**config.mk**
```make
export PLATFORM = sky130hd
export DESIGN_NAME = stream_proto_monitor
export DESIGN_NICKNAME = d
export VERILOG_FILES = /design/src/rtl/mon_pkg.sv /design/src/rtl/mon_history.sv /design/src/rtl/mon_rule_eval.sv /design/src/rtl/mon_stall_timer.sv /design/src/rtl/mon_sticky_flags.sv /design/src/rtl/stream_proto_monitor.sv
export SDC_FILE = /design/constraint.sdc
export NUM_CORES = 1
export LEC_CHECK = 0
export ABC_AREA = 1
export BUFFER_PORTS_ARGS = -buffer_cell sky130_fd_sc_hd__buf_4
export CAP_MARGIN = 10
export CORE_MARGIN = 1
export CORE_UTILIZATION = 50
export CTS_CLUSTER_SIZE = 25
export DETAILED_ROUTE_END_ITERATION = 10
export PLACE_DENSITY = 0.76
export SLEW_MARGIN = 30
export SYNTH_ARGS = -nofsm -noshare
export SYNTH_HDL_FRONTEND = slang
export SYNTH_SLANG_ARGS = --single-unit
```
**constraint.sdc**
```tcl
create_clock -name clk -period 2.3 [get_ports clk]
set_clock_uncertainty 0.2 [all_clocks]
set_input_delay 0 -clock clk [delete_from_list [all_inputs] [get_ports clk]]
set_output_delay 0 -clock clk [all_outputs]
set_load 0.02 [all_outputs]
```
**src/rtl/mon_pkg.sv**
```systemverilog
package mon_pkg;

    typedef enum logic {
        HIST_COLD,
        HIST_WARM
    } hist_state_e;

    typedef enum logic [1:0] {
        STL_IDLE,
        STL_STALLING,
        STL_EXPIRED
    } stall_state_e;

    localparam int NUM_FLAGS        = 4;
    localparam int FLAG_VALID_DROP  = 0;
    localparam int FLAG_READY_DROP  = 1;
    localparam int FLAG_DATA_CHANGE = 2;
    localparam int FLAG_TIMEOUT     = 3;

    typedef logic [NUM_FLAGS-1:0] flag_vec_t;

    // Flags owned by the sender side when master_side is set, else by the receiver.
    function automatic flag_vec_t side_mask(input logic master_side);
        flag_vec_t sender_bits;
        sender_bits = '0;
        sender_bits[FLAG_VALID_DROP]  = 1'b1;
        sender_bits[FLAG_DATA_CHANGE] = 1'b1;
        return master_side ? sender_bits : ~sender_bits;
    endfunction

endpackage

```
**src/rtl/mon_history.sv**
```systemverilog
module mon_history
    import mon_pkg::*;
#(
    parameter int DATA_W = 32
) (
    input  logic              clk,
    input  logic              rst_n,
    input  logic              cur_valid,
    input  logic              cur_ready,
    input  logic [DATA_W-1:0] cur_data,
    output logic              hist_warm,
    output logic              prev_valid,
    output logic              prev_ready,
    output logic [DATA_W-1:0] prev_data
);

    hist_state_e state_q, state_d;

    // State register
    always_ff @(posedge clk or negedge rst_n) begin
        if (!rst_n) state_q <= HIST_COLD;
        else        state_q <= state_d;
    end

    // Next state
    always_comb begin
        state_d = state_q;
        unique case (state_q)
            HIST_COLD: state_d = HIST_WARM;
            HIST_WARM: state_d = HIST_WARM;
            default:   state_d = HIST_COLD;
        endcase
    end

    // Outputs
    always_comb begin
        hist_warm = (state_q == HIST_WARM);
    end

    // Previous-cycle capture; deliberately not reset, the cold state gates it.
    always_ff @(posedge clk) begin
        prev_valid <= cur_valid;
        prev_ready <= cur_ready;
        prev_data  <= cur_data;
    end

endmodule

```
**src/rtl/mon_rule_eval.sv**
```systemverilog
module mon_rule_eval
    import mon_pkg::*;
#(
    parameter int DATA_W = 32
) (
    input  logic              hist_warm,
    input  logic              cur_valid,
    input  logic              cur_ready,
    input  logic [DATA_W-1:0] cur_data,
    input  logic              prev_valid,
    input  logic              prev_ready,
    input  logic [DATA_W-1:0] prev_data,
    output logic              hit_valid_drop,
    output logic              hit_ready_drop,
    output logic              hit_data_change
);

    logic prev_stalled;

    always_comb begin
        prev_stalled    = prev_valid && !prev_ready;
        hit_valid_drop  = hist_warm && prev_stalled && !cur_valid;
        hit_ready_drop  = hist_warm && prev_ready && !prev_valid && !cur_ready;
        hit_data_change = hist_warm && prev_stalled && (cur_data != prev_data);
    end

endmodule

```
**src/rtl/mon_stall_timer.sv**
```systemverilog
module mon_stall_timer
    import mon_pkg::*;
#(
    parameter int STALL_LIMIT = 1000,
    localparam int CNT_W = $clog2(STALL_LIMIT + 1)
) (
    input  logic             clk,
    input  logic             rst_n,
    input  logic             stall,
    output logic [CNT_W-1:0] count,
    output logic             expire_hit
);

    localparam logic [CNT_W-1:0] LIM_C = CNT_W'(STALL_LIMIT);
    localparam logic [CNT_W-1:0] ONE_C = CNT_W'(1);

    stall_state_e     state_q, state_d;
    logic [CNT_W-1:0] cnt_q, cnt_d;

    // State and count register
    always_ff @(posedge clk or negedge rst_n) begin
        if (!rst_n) begin
            state_q <= STL_IDLE;
            cnt_q   <= '0;
        end else begin
            state_q <= state_d;
            cnt_q   <= cnt_d;
        end
    end

    // Next state
    always_comb begin
        state_d = state_q;
        cnt_d   = cnt_q;
        unique case (state_q)
            STL_IDLE: begin
                if (stall) begin
                    state_d = (LIM_C == ONE_C) ? STL_EXPIRED : STL_STALLING;
                    cnt_d   = ONE_C;
                end else begin
                    cnt_d = '0;
                end
            end
            STL_STALLING: begin
                if (!stall) begin
                    state_d = STL_IDLE;
                    cnt_d   = '0;
                end else if (cnt_q + ONE_C == LIM_C) begin
                    state_d = STL_EXPIRED;
                    cnt_d   = LIM_C;
                end else begin
                    cnt_d = cnt_q + ONE_C;
                end
            end
            STL_EXPIRED: begin
                if (!stall) begin
                    state_d = STL_IDLE;
                    cnt_d   = '0;
                end
            end
            default: begin
                state_d = STL_IDLE;
                cnt_d   = '0;
            end
        endcase
    end

    // Outputs
    always_comb begin
        count      = cnt_q;
        expire_hit = (state_q != STL_EXPIRED) && (state_d == STL_EXPIRED);
    end

endmodule

```
**src/rtl/mon_sticky_flags.sv**
```systemverilog
module mon_sticky_flags #(
    parameter int N = 4
) (
    input  logic         clk,
    input  logic         rst_n,
    input  logic [N-1:0] set_in,
    output logic [N-1:0] flags
);

    for (genvar i = 0; i < N; i++) begin : g_flag
        always_ff @(posedge clk or negedge rst_n) begin
            if (!rst_n)         flags[i] <= 1'b0;
            else if (set_in[i]) flags[i] <= 1'b1;
        end
    end

endmodule

```
**src/rtl/stream_proto_monitor.sv**
```systemverilog
module stream_proto_monitor
    import mon_pkg::*;
#(
    parameter int   DATA_W        = 32,
    parameter int   STALL_LIMIT   = 1000,
    parameter logic MASTER_IS_DUT = 1'b1,
    localparam int  CNT_W         = $clog2(STALL_LIMIT + 1)
) (
    input  logic              clk,
    input  logic              rst_n,
    input  logic              mon_valid,
    input  logic              mon_ready,
    input  logic [DATA_W-1:0] mon_data,
    output logic              err_valid_drop,
    output logic              err_ready_drop,
    output logic              err_data_change,
    output logic              err_timeout,
    output logic              err_any,
    output logic              dut_err,
    output logic              env_err,
    output logic [CNT_W-1:0]  stall_count
);

    localparam flag_vec_t DUT_MASK = side_mask(MASTER_IS_DUT);

    logic              hist_warm;
    logic              prev_valid;
    logic              prev_ready;
    logic [DATA_W-1:0] prev_data;
    logic              hit_valid_drop;
    logic              hit_ready_drop;
    logic              hit_data_change;
    logic              hit_timeout;
    flag_vec_t         hit_vec;
    flag_vec_t         flag_vec;

    mon_history #(.DATA_W(DATA_W)) u_history (
        .clk        (clk),
        .rst_n      (rst_n),
        .cur_valid  (mon_valid),
        .cur_ready  (mon_ready),
        .cur_data   (mon_data),
        .hist_warm  (hist_warm),
        .prev_valid (prev_valid),
        .prev_ready (prev_ready),
        .prev_data  (prev_data)
    );

    mon_rule_eval #(.DATA_W(DATA_W)) u_rules (
        .hist_warm       (hist_warm),
        .cur_valid       (mon_valid),
        .cur_ready       (mon_ready),
        .cur_data        (mon_data),
        .prev_valid      (prev_valid),
        .prev_ready      (prev_ready),
        .prev_data       (prev_data),
        .hit_valid_drop  (hit_valid_drop),
        .hit_ready_drop  (hit_ready_drop),
        .hit_data_change (hit_data_change)
    );

    mon_stall_timer #(.STALL_LIMIT(STALL_LIMIT)) u_timer (
        .clk        (clk),
        .rst_n      (rst_n),
        .stall      (mon_valid && !mon_ready),
        .count      (stall_count),
        .expire_hit (hit_timeout)
    );

    always_comb begin
        hit_vec                   = '0;
        hit_vec[FLAG_VALID_DROP]  = hit_valid_drop;
        hit_vec[FLAG_READY_DROP]  = hit_ready_drop;
        hit_vec[FLAG_DATA_CHANGE] = hit_data_change;
        hit_vec[FLAG_TIMEOUT]     = hit_timeout;
    end

    mon_sticky_flags #(.N(NUM_FLAGS)) u_flags (
        .clk    (clk),
        .rst_n  (rst_n),
        .set_in (hit_vec),
        .flags  (flag_vec)
    );

    always_comb begin
        err_valid_drop  = flag_vec[FLAG_VALID_DROP];
        err_ready_drop  = flag_vec[FLAG_READY_DROP];
        err_data_change = flag_vec[FLAG_DATA_CHANGE];
        err_timeout     = flag_vec[FLAG_TIMEOUT];
        err_any         = |flag_vec;
        dut_err         = |(flag_vec & DUT_MASK);
        env_err         = |(flag_vec & ~DUT_MASK);
    end

endmodule

```
=== Word-level counts from Yosys, hierarchy flattened ===
Index checks and enable logic that the tools add are counted.
W data, S select, Z words.

* Add/subtract/negate cells: 1
* Equality and inequality tests: 7
* Mux-type cells: 10
* Reductions and logical operators: 17

{| class="wikitable"
|+ Operator list
! cell !! count
|-
| $ne A32 B32 Y1 || 1
|-
| $mux W10 || 3
|-
| $pmux W10 S3 || 1
|-
| $add A10 B1 Y10 const B || 1
|-
| $eq A10 B10 Y1 const B || 1
|-
| $logic_and A1 B1 Y1 || 9
|-
| $mux W2 || 4
|-
| $pmux W2 S3 || 1
|-
| $eq A2 B2 Y1 const B || 2
|-
| $logic_not A1 Y1 || 4
|-
| $ne A2 B2 Y1 const B || 2
|-
| $reduce_or A2 Y1 || 2
|-
| $reduce_or A4 Y1 || 1
|-
| $eq A2 B1 Y1 const B || 1
|-
| $logic_not A2 Y1 || 1
|-
| $mux W1 || 1
|}

* Bits in registers: 51
* Input bits: 36
* Logic and storage cells: 45

=== Longest topological paths before layout ===
Gate-level depths: netlist of run 1.

* Depth after elaboration: 7
* Mapped depth: 11

=== Modules after synthesis ===
A second synthesis of run 1 with hierarchy kept.

* Cell total of the unflattened synthesis: 331
* Area total of the unflattened synthesis: 2263.4 µm²

{| class="wikitable"
|+ By module, submodules not included
! module !! instances !! cells an instance !! area an instance (µm²)
|-
| mon_stall_timer || 1 || 99 || 713.2
|-
| mon_history || 1 || 36 || 709.4
|-
| mon_rule_eval || 1 || 173 || 669.4
|-
| mon_sticky_flags || 1 || 16 || 145.1
|-
| stream_proto_monitor || 1 || 7 || 26.3
|}

=== Worst setup path before layout of run 1 ===
OpenSTA, ideal clock, no wires.

* Kind: register -> register
* Start point: reg u_timer.cnt_q[0], in the netlist u_timer.count[0]
* End point: reg u_timer.state_q[0]
* Arrival: 1.494 ns
* Data required time: 1.981 ns
* Slack: 0.487 ns
* Cell stages (with the launch flop): 11
* Period minus slack after synthesis: 1.813 ns
* Cell sequence: dfrtp_1 -> ha_1 -> nand2_2 -> inv_1 -> nand3_1 -> nand2_1 -> nor2_2 -> nand2_1 -> nor2_1 -> nand3_1 -> and2_1

* Longest elaborated chain between the ends: 5

{| class="wikitable"
|+ Ends and longest elaborated chain
! what !! line !! source
|-
| from (decl) || mon_stall_timer.sv:18 || <nowiki>logic [CNT_W-1:0] cnt_q, cnt_d;</nowiki>
|-
| from (signal assigned) || mon_stall_timer.sv:27 || <nowiki>cnt_q <= cnt_d;</nowiki>
|-
| $add A10 B1 Y10 || mon_stall_timer.sv:48 || <nowiki>end else if (cnt_q + ONE_C == LIM_C) begin</nowiki>
|-
| $eq A10 B10 Y1 || mon_stall_timer.sv:48 ||
|-
| $mux W2 || mon_stall_timer.sv:48 ||
|-
| $mux W2 || mon_stall_timer.sv:45 || <nowiki>if (!stall) begin</nowiki>
|-
| $pmux W2 S3 || mon_stall_timer.sv:35 || <nowiki>unique case (state_q)</nowiki>
|-
| via u_timer.state_d[0] || mon_stall_timer.sv:17 || <nowiki>stall_state_e state_q, state_d;</nowiki>
|-
| to (signal assigned) || mon_stall_timer.sv:26 || <nowiki>state_q <= state_d;</nowiki>
|-
| to (decl) || mon_stall_timer.sv:17 ||
|}

The timed path passes the listed nets, and every way through them passes these cells.
A chain may end at the register's enable or synchronous reset.

=== Worst setup path in the final report of run 1 ===
Ends and elaborated chain as after synthesis.

==> metrics.txt, run 1 <==
antenna cells 0; Die Span X 66.20 um; DP Area 2511 um2; kind of critical path flip-flop to flip-flop; multi-input logic area 830.8 um2; Setup TNS 0 ns; share of the synthesized area in the top cell type 33.03%; Vias/cell 4.730; GRT Overall Usage 24.70%; Worst Path Arrival 1.85 ns; grt ovf 0; Critical Path End u_timer.state_q[0]; post-route DRC violation count 0; Filler Cells Inserted 260; Post-Syn Area 2061 um2; pwr dens about 550 nW/um2; Worst R2R End u_timer.state_q[0]; row count 22; worst slew pin tran 0.7834 ns; largest net degree at the start of global routing 18; Peak VDD IR around 0.00046 V; routed via count 1,821; post-layout min period 1.844 ns; CP startpoint kind flip-flop; clock root buffer clkbuf_8; first-pass GRT wire length 7955 um; Post-CTS Resized 0; TritonCTS buffer count 5; Layout Area Growth over Synthesis 43.35%; Critical Path Start u_timer.count[0]; post-CTS setup buffer count 0; Max Freq 0.5423 GHz; relative slew slack roughly 48%; Synth Instances 241; Design Area, Final ~3000 um2; clk slew on worst S/H paths 0.09 ns; Leak 1.391 nW; register area 1106 um2; Final Cycle Share 80.18%; Setup crit end kind flip-flop; Slew Viols, Final 0; Post-synth EDFFs 0; Detailed Route Iter0 Violations 65; top-count cell post-synth nand2_1; unique cell type count in the Yosys netlist 23; Max-cap violations 0; Syn Nets 278; Longest Clk Path Bufs 2; worst-path fanout max 6; Post-Route WL ~4700 um; Starting Density between 50% and 60%; hold crit path type primary input to flip-flop; number of global-route vias before repair 1,795; DRT Pass-1 Iters 4; post-synthesis sequential area ratio a little over half; share of layout cells above drive strength 1 between 20 and 25%; dpl hpwl 2966 um; initial antenna violation count 0; TritonCTS sink count 51; Ys Warns 0; Placeable Area 3799 um2; GP Congestion approximately 0.86; #FFs+latches synth 51; # nets final 373; Synth async-reset ratio 33.33%; I/O Pins 53; mean post-synth cell area around 8.6 um2; H-tree levels 2; Yosys top cell by area dfxtp_1; final setup fails 0; Post-DRT Antenna Nets 0; Top FF cell, synth dfxtp_1; clock latency on the worst-skew pair 0.30 ns; outcome complete, no violations; Fin. Hold Viols 0; Port-buffer cells 52; die area between 4000 and 5000 um2; r2r setup slk approximately 0.46 ns; CTS tree yes; Synth top cells by count nand2_1 (58), dfxtp_1 (34), inv_1 (33); Post-CTS Hold Buffers 36; RSZ-0062 raised after global routing no; top post-synthesis cells by area dfxtp_1 (33%), dfrtp_1 (21%), nand2_1 (11%), inv_1 (6.0%), xnor2_1 (4.7%); WL per Instance about 12 um; Req. time, crit path 2.30 ns; overall die height 66.20 um; worst reg2reg startpoint u_timer.count[0]; worst r2r path cells 10
-- cells in the final DEF (no fill, tap or decap), types with 3 or more instances in the layout --
cell / n
nand3_1: 15
buf_4: 52
nand2_1: 58
xor2_1: 10
or2_2: 9
nand2_2: 3
xnor2_1: 11
nor3_1: 5
nor2_1: 19
dfrtp_1: 17
nand4_1: 4
inv_1: 33
o21ai_0: 9
dfxtp_1: 34
dlygate4sd3_1: 36
clkbuf_8: 5
-- critical path, stage by stage, from the launching register on --
cell and delay, ns:
dfrtp_1 0.44, ha_1 0.25, nand2_2 0.11, inv_1 0.09, nand3_1 0.08, nand2_1 0.08, nor2_2 0.13, nand2_1 0.06
nor2_1 0.08, nand3_1 0.08, and2_1 0.15
-- how the worst min path moves through the flow --
stage                             from                      end  slack [ns]  cells past startpoint
after floorplan                  rst_n         u_flags.flags[0]       -0.50                      0
after global placement           rst_n         u_timer.count[9]       -0.32                      1
after detailed placement         rst_n         u_timer.count[5]       -0.32                      1
after CTS                  mon_data[5]   u_history.prev_data[5]        0.14                      2
after global routing      mon_data[29]  u_history.prev_data[29]        0.14                      2
final                      mon_data[5]   u_history.prev_data[5]        0.15                      2
-- area by class of cell --
class	instances	area share, %
clock inverter	1	0.2118
inverter	33	4.193
timing repair buffer	88	25.41
multi-input combinational	157	28.12
clock buffer	7	2.584
tap	48	2.033
sequential	51	37.44
-- registers in the layout, summed over array words and instances (netlist names) --
name                  count
u_history.prev_data      32
u_timer.count            10
u_flags.flags             4
u_timer.state_q           2
u_history.hist_warm       1
u_history.prev_ready      1
u_history.prev_valid      1
-- metrics by stage --
stage	setup slack, ns	utilization [%]	hold WS, ns	total power [W]	std cells
final	0.4559	77.77	0.1479	0.001629	385
after global routing	0.2910	77.77	0.1409	0.001705	385
after CTS	0.4400	77.77	0.1391	0.001636	385
after detailed placement	0.4583	66.11	-0.3220	0.001095	341
after global placement	0.5265	66.11	-0.3241	0.001089	341
after floorplan	0.4872	-	-0.4956	0.001019	241
-- per-layer routing --
metal	vias to the layer above	share of wire [%]	track usage, %
met5	-	0	0
met4	0	1.2	6.383
met3	5	4.7	5.517
met2	52	54	47.07
met1	831	40	27.16
li1	933	-	-
-- power breakdown --
group	switching, W	internal [W]
combinational	0.0000720	0.000118
sequential	0.0000174	0.000922
clock	0.000283	0.000216
total	0.000373	0.00126
-- kinds of logic (layout without fill, tap and decap cells) --
group | count (synthesis) | count (layout) | share of synthesized area [%]
other | 1 | 1 | 0.1820
XOR/XNOR | 21 | 21 | 8.925
flip-flops | 51 | 51 | 53.67
AND/OR/NAND/NOR | 118 | 118 | 25.93
AO/OA/AOI/OAI | 16 | 16 | 4.675
adder cells (fa/ha/maj) | 1 | 1 | 0.6071
buffers and inverters | 33 | 129 | 6.011
Note: power is estimated with default switching activity, not from simulation.
==> inputs of run 2 (changes only) <==
CORE_UTILIZATION = 47   (was 50)
PLACE_DENSITY = 0.75   (was 0.76)
clock period = 1.5 ns   (was 2.3 ns; I/O delays follow)
==> run 2 against run 1 <==
Net effect:
- the run now ends with setup timing left
- via count increased by 2.3%
- cell count increased by 3.1%
- cell area increased by 6.4%
- flip-flop and latch count unchanged
- non-clock buffer count increased by 10
- critical endpoint is now u_timer.count[0]
==> metrics.txt, run 2 (synthesized netlist as in run 1, its figures left out) <==
Clk network pwr share a little over a third; failing checks setup timing; fin util between 70% and 80%; Fin. Hold Viols 0; Req. time, crit path 1.50 ns; Slew Viols, Final 0; row count 23; dpl hpwl 3055 um; DRT Pass-1 Iters 4; largest net degree at the start of global routing 18; max reg flops 32; worst-path fanout max 4; Detailed Route Iter0 Violations 124; r2r setup slk -0.22 ns; TritonCTS buffer count 5; clk slew on worst S/H paths around 0.1 ns; sw frac 22.68%; Comb pwr share between 10% and 20%; post-route DRC violation count 0; Placeable Area 4115 um2; CTS tree yes; Max Freq 0.5823 GHz; Largest Register u_history.prev_data; RSZ-0062 raised after global routing yes; Port-buffer cells 52; worst setup margin -0.2172 ns; grt ovf 0; Longest Clk Path Bufs 2; I/O Pins 53; Die Span X 68.22 um; Post-DRT Antenna Nets 0; antenna cells 0; Final Cycle Share 114.5%; Setup crit end kind flip-flop; pwr dens 867.5 nW/um2; Vias/cell between 4 and 5; first-pass GRT wire length 7493 um; CP startpoint kind flip-flop; WL per Instance roughly 12 um; share of layout cells above drive strength 1 between 30 and 40%; GP Congestion between 0.8 and 0.9; kind of critical path flip-flop to flip-flop; overall die height between 60 and 70 um; Switch Pwr between 0.0006 and 0.0007 W; Sequential Power Share a little over half; DP Area 2610 um2; final setup fails 6; Worst Path Arrival approximately 1.7 ns; Post-Route WL 4719 um; initial antenna violation count 0; outcome finished with violations; die area ~4700 um2; clock latency on the worst-skew pair 0.31 ns; # nets final between 300 and 400; Max-cap violations 0; H-tree levels 2; Peak VDD IR between 0.0007 and 0.0008 V; post-layout min period 1.717 ns; Starting Density 50.08%; Filler Cells Inserted 282; Layout Area Growth over Synthesis 52.52%; GRT Overall Usage 22.55%; TritonCTS sink count 51; Design Area, Final 3143 um2; routed via count approximately 1,900; Leak 1.474 nW; most common cell after layout, fill and taps aside buf_4; hold crit path type primary input to flip-flop; number of global-route vias before repair 1,790; clock root buffer clkbuf_8; most frequent cells in the layout buf_4 (61), nand2_1 (57), dlygate4sd3_1 (36); internal power 0.002108 W
==> run 2: cell types whose count changed in the layout (fill, tap and decap cells not counted), moves of 3 or more <==
cell     previous run  this run
buf_4              52        61
inv_1              33        29
dfrtp_1            17        14
dfrtp_2             0         3
inv_2               0         3
nor2_1             19        16
nor2_2              1         4
==> run 2: stage by stage <==
step	setup WS [ns]	std cells	setup TNS (ns)	total power [W]	hold WS, ns
floorplan	-0.1463	241	-0.4468	0.001563	-0.4956
global placement	-0.1207	353	-0.5025	0.001675	-0.3255
detailed placement	-0.2216	353	-0.7960	0.001686	-0.3249
CTS	-0.2143	398	-2.318	0.002731	0.1277
global route	-0.3229	397	-2.018	0.002858	0.1189
finish	-0.2172	397	-0.9155	0.002726	0.1347
==> run 2: final timing paths <==
path	from	cells after the start	end
min in group asynchronous	rst_n	3	u_flags.flags[2]
min	mon_valid	2	u_history.prev_valid
max reg2reg	u_timer.count[1]	10	u_timer.count[0]
max	u_timer.count[1]	10	u_timer.count[0]
max in group asynchronous	rst_n	3	u_timer.count[1]
min reg2reg	u_history.prev_valid	1	u_flags.flags[1]
==> run 2: repair_timing <==
item / CTS / global route
hold endpoints to repair: 56 / 17
resized for setup: 4 / 15
hold buffers: 36 / 1
setup endpoints to repair: 5 / 30
buffers inserted: 1 / 0
pin swaps: 3 / 9
==> run 2: area by class of cell <==
type | count | area (um2) | share of cell area (%)
clock buffers | 5 | 68.82 | 2.189
inverters | 33 | 126.4 | 4.021
repair buffers | 98 | 829.5 | 26.39
multi-input cells | 157 | 897.1 | 28.54
well taps | 50 | 62.56 | 1.990
flip-flops and latches | 51 | 1111 | 35.35
clock inverters | 3 | 47.55 | 1.513
==> run 2: layer usage <==
layer	up-vias	track usage [%]	part of all wire [%]
met1	851	24.82	44
met3	6	7.333	4.6
li1	961	-	-
met2	45	39.46	50
met4	0	9.375	1.3
met5	-	0	0
==> run 2: worst max-delay path: stages, from the launching register on <==
cell and delay, ns:
dfrtp_2 0.42, ha_4 0.16, nand2_4 0.07, nor2_4 0.13, nand4_1 0.09, nand2_1 0.11
inv_1 0.06, nor2_1 0.11, nand3_1 0.10, nand3_1 0.10, nand2_1 0.06
==> run 2: power by group through the flow <==
| stage | clock, W | sequential (W) | combinational (W) |
|---|---|---|---|
| 2_1_floorplan | 0 | 0.00147 | 0.0000959 |
| 3_3_place_gp | 0 | 0.00147 | 0.000209 |
| 3_5_place_dp | 0 | 0.00147 | 0.000216 |
| 4_1_cts | 0.00100 | 0.00144 | 0.000291 |
| 5_1_grt | 0.00107 | 0.00145 | 0.000338 |
| 6_report | 0.000980 | 0.00144 | 0.000306 |
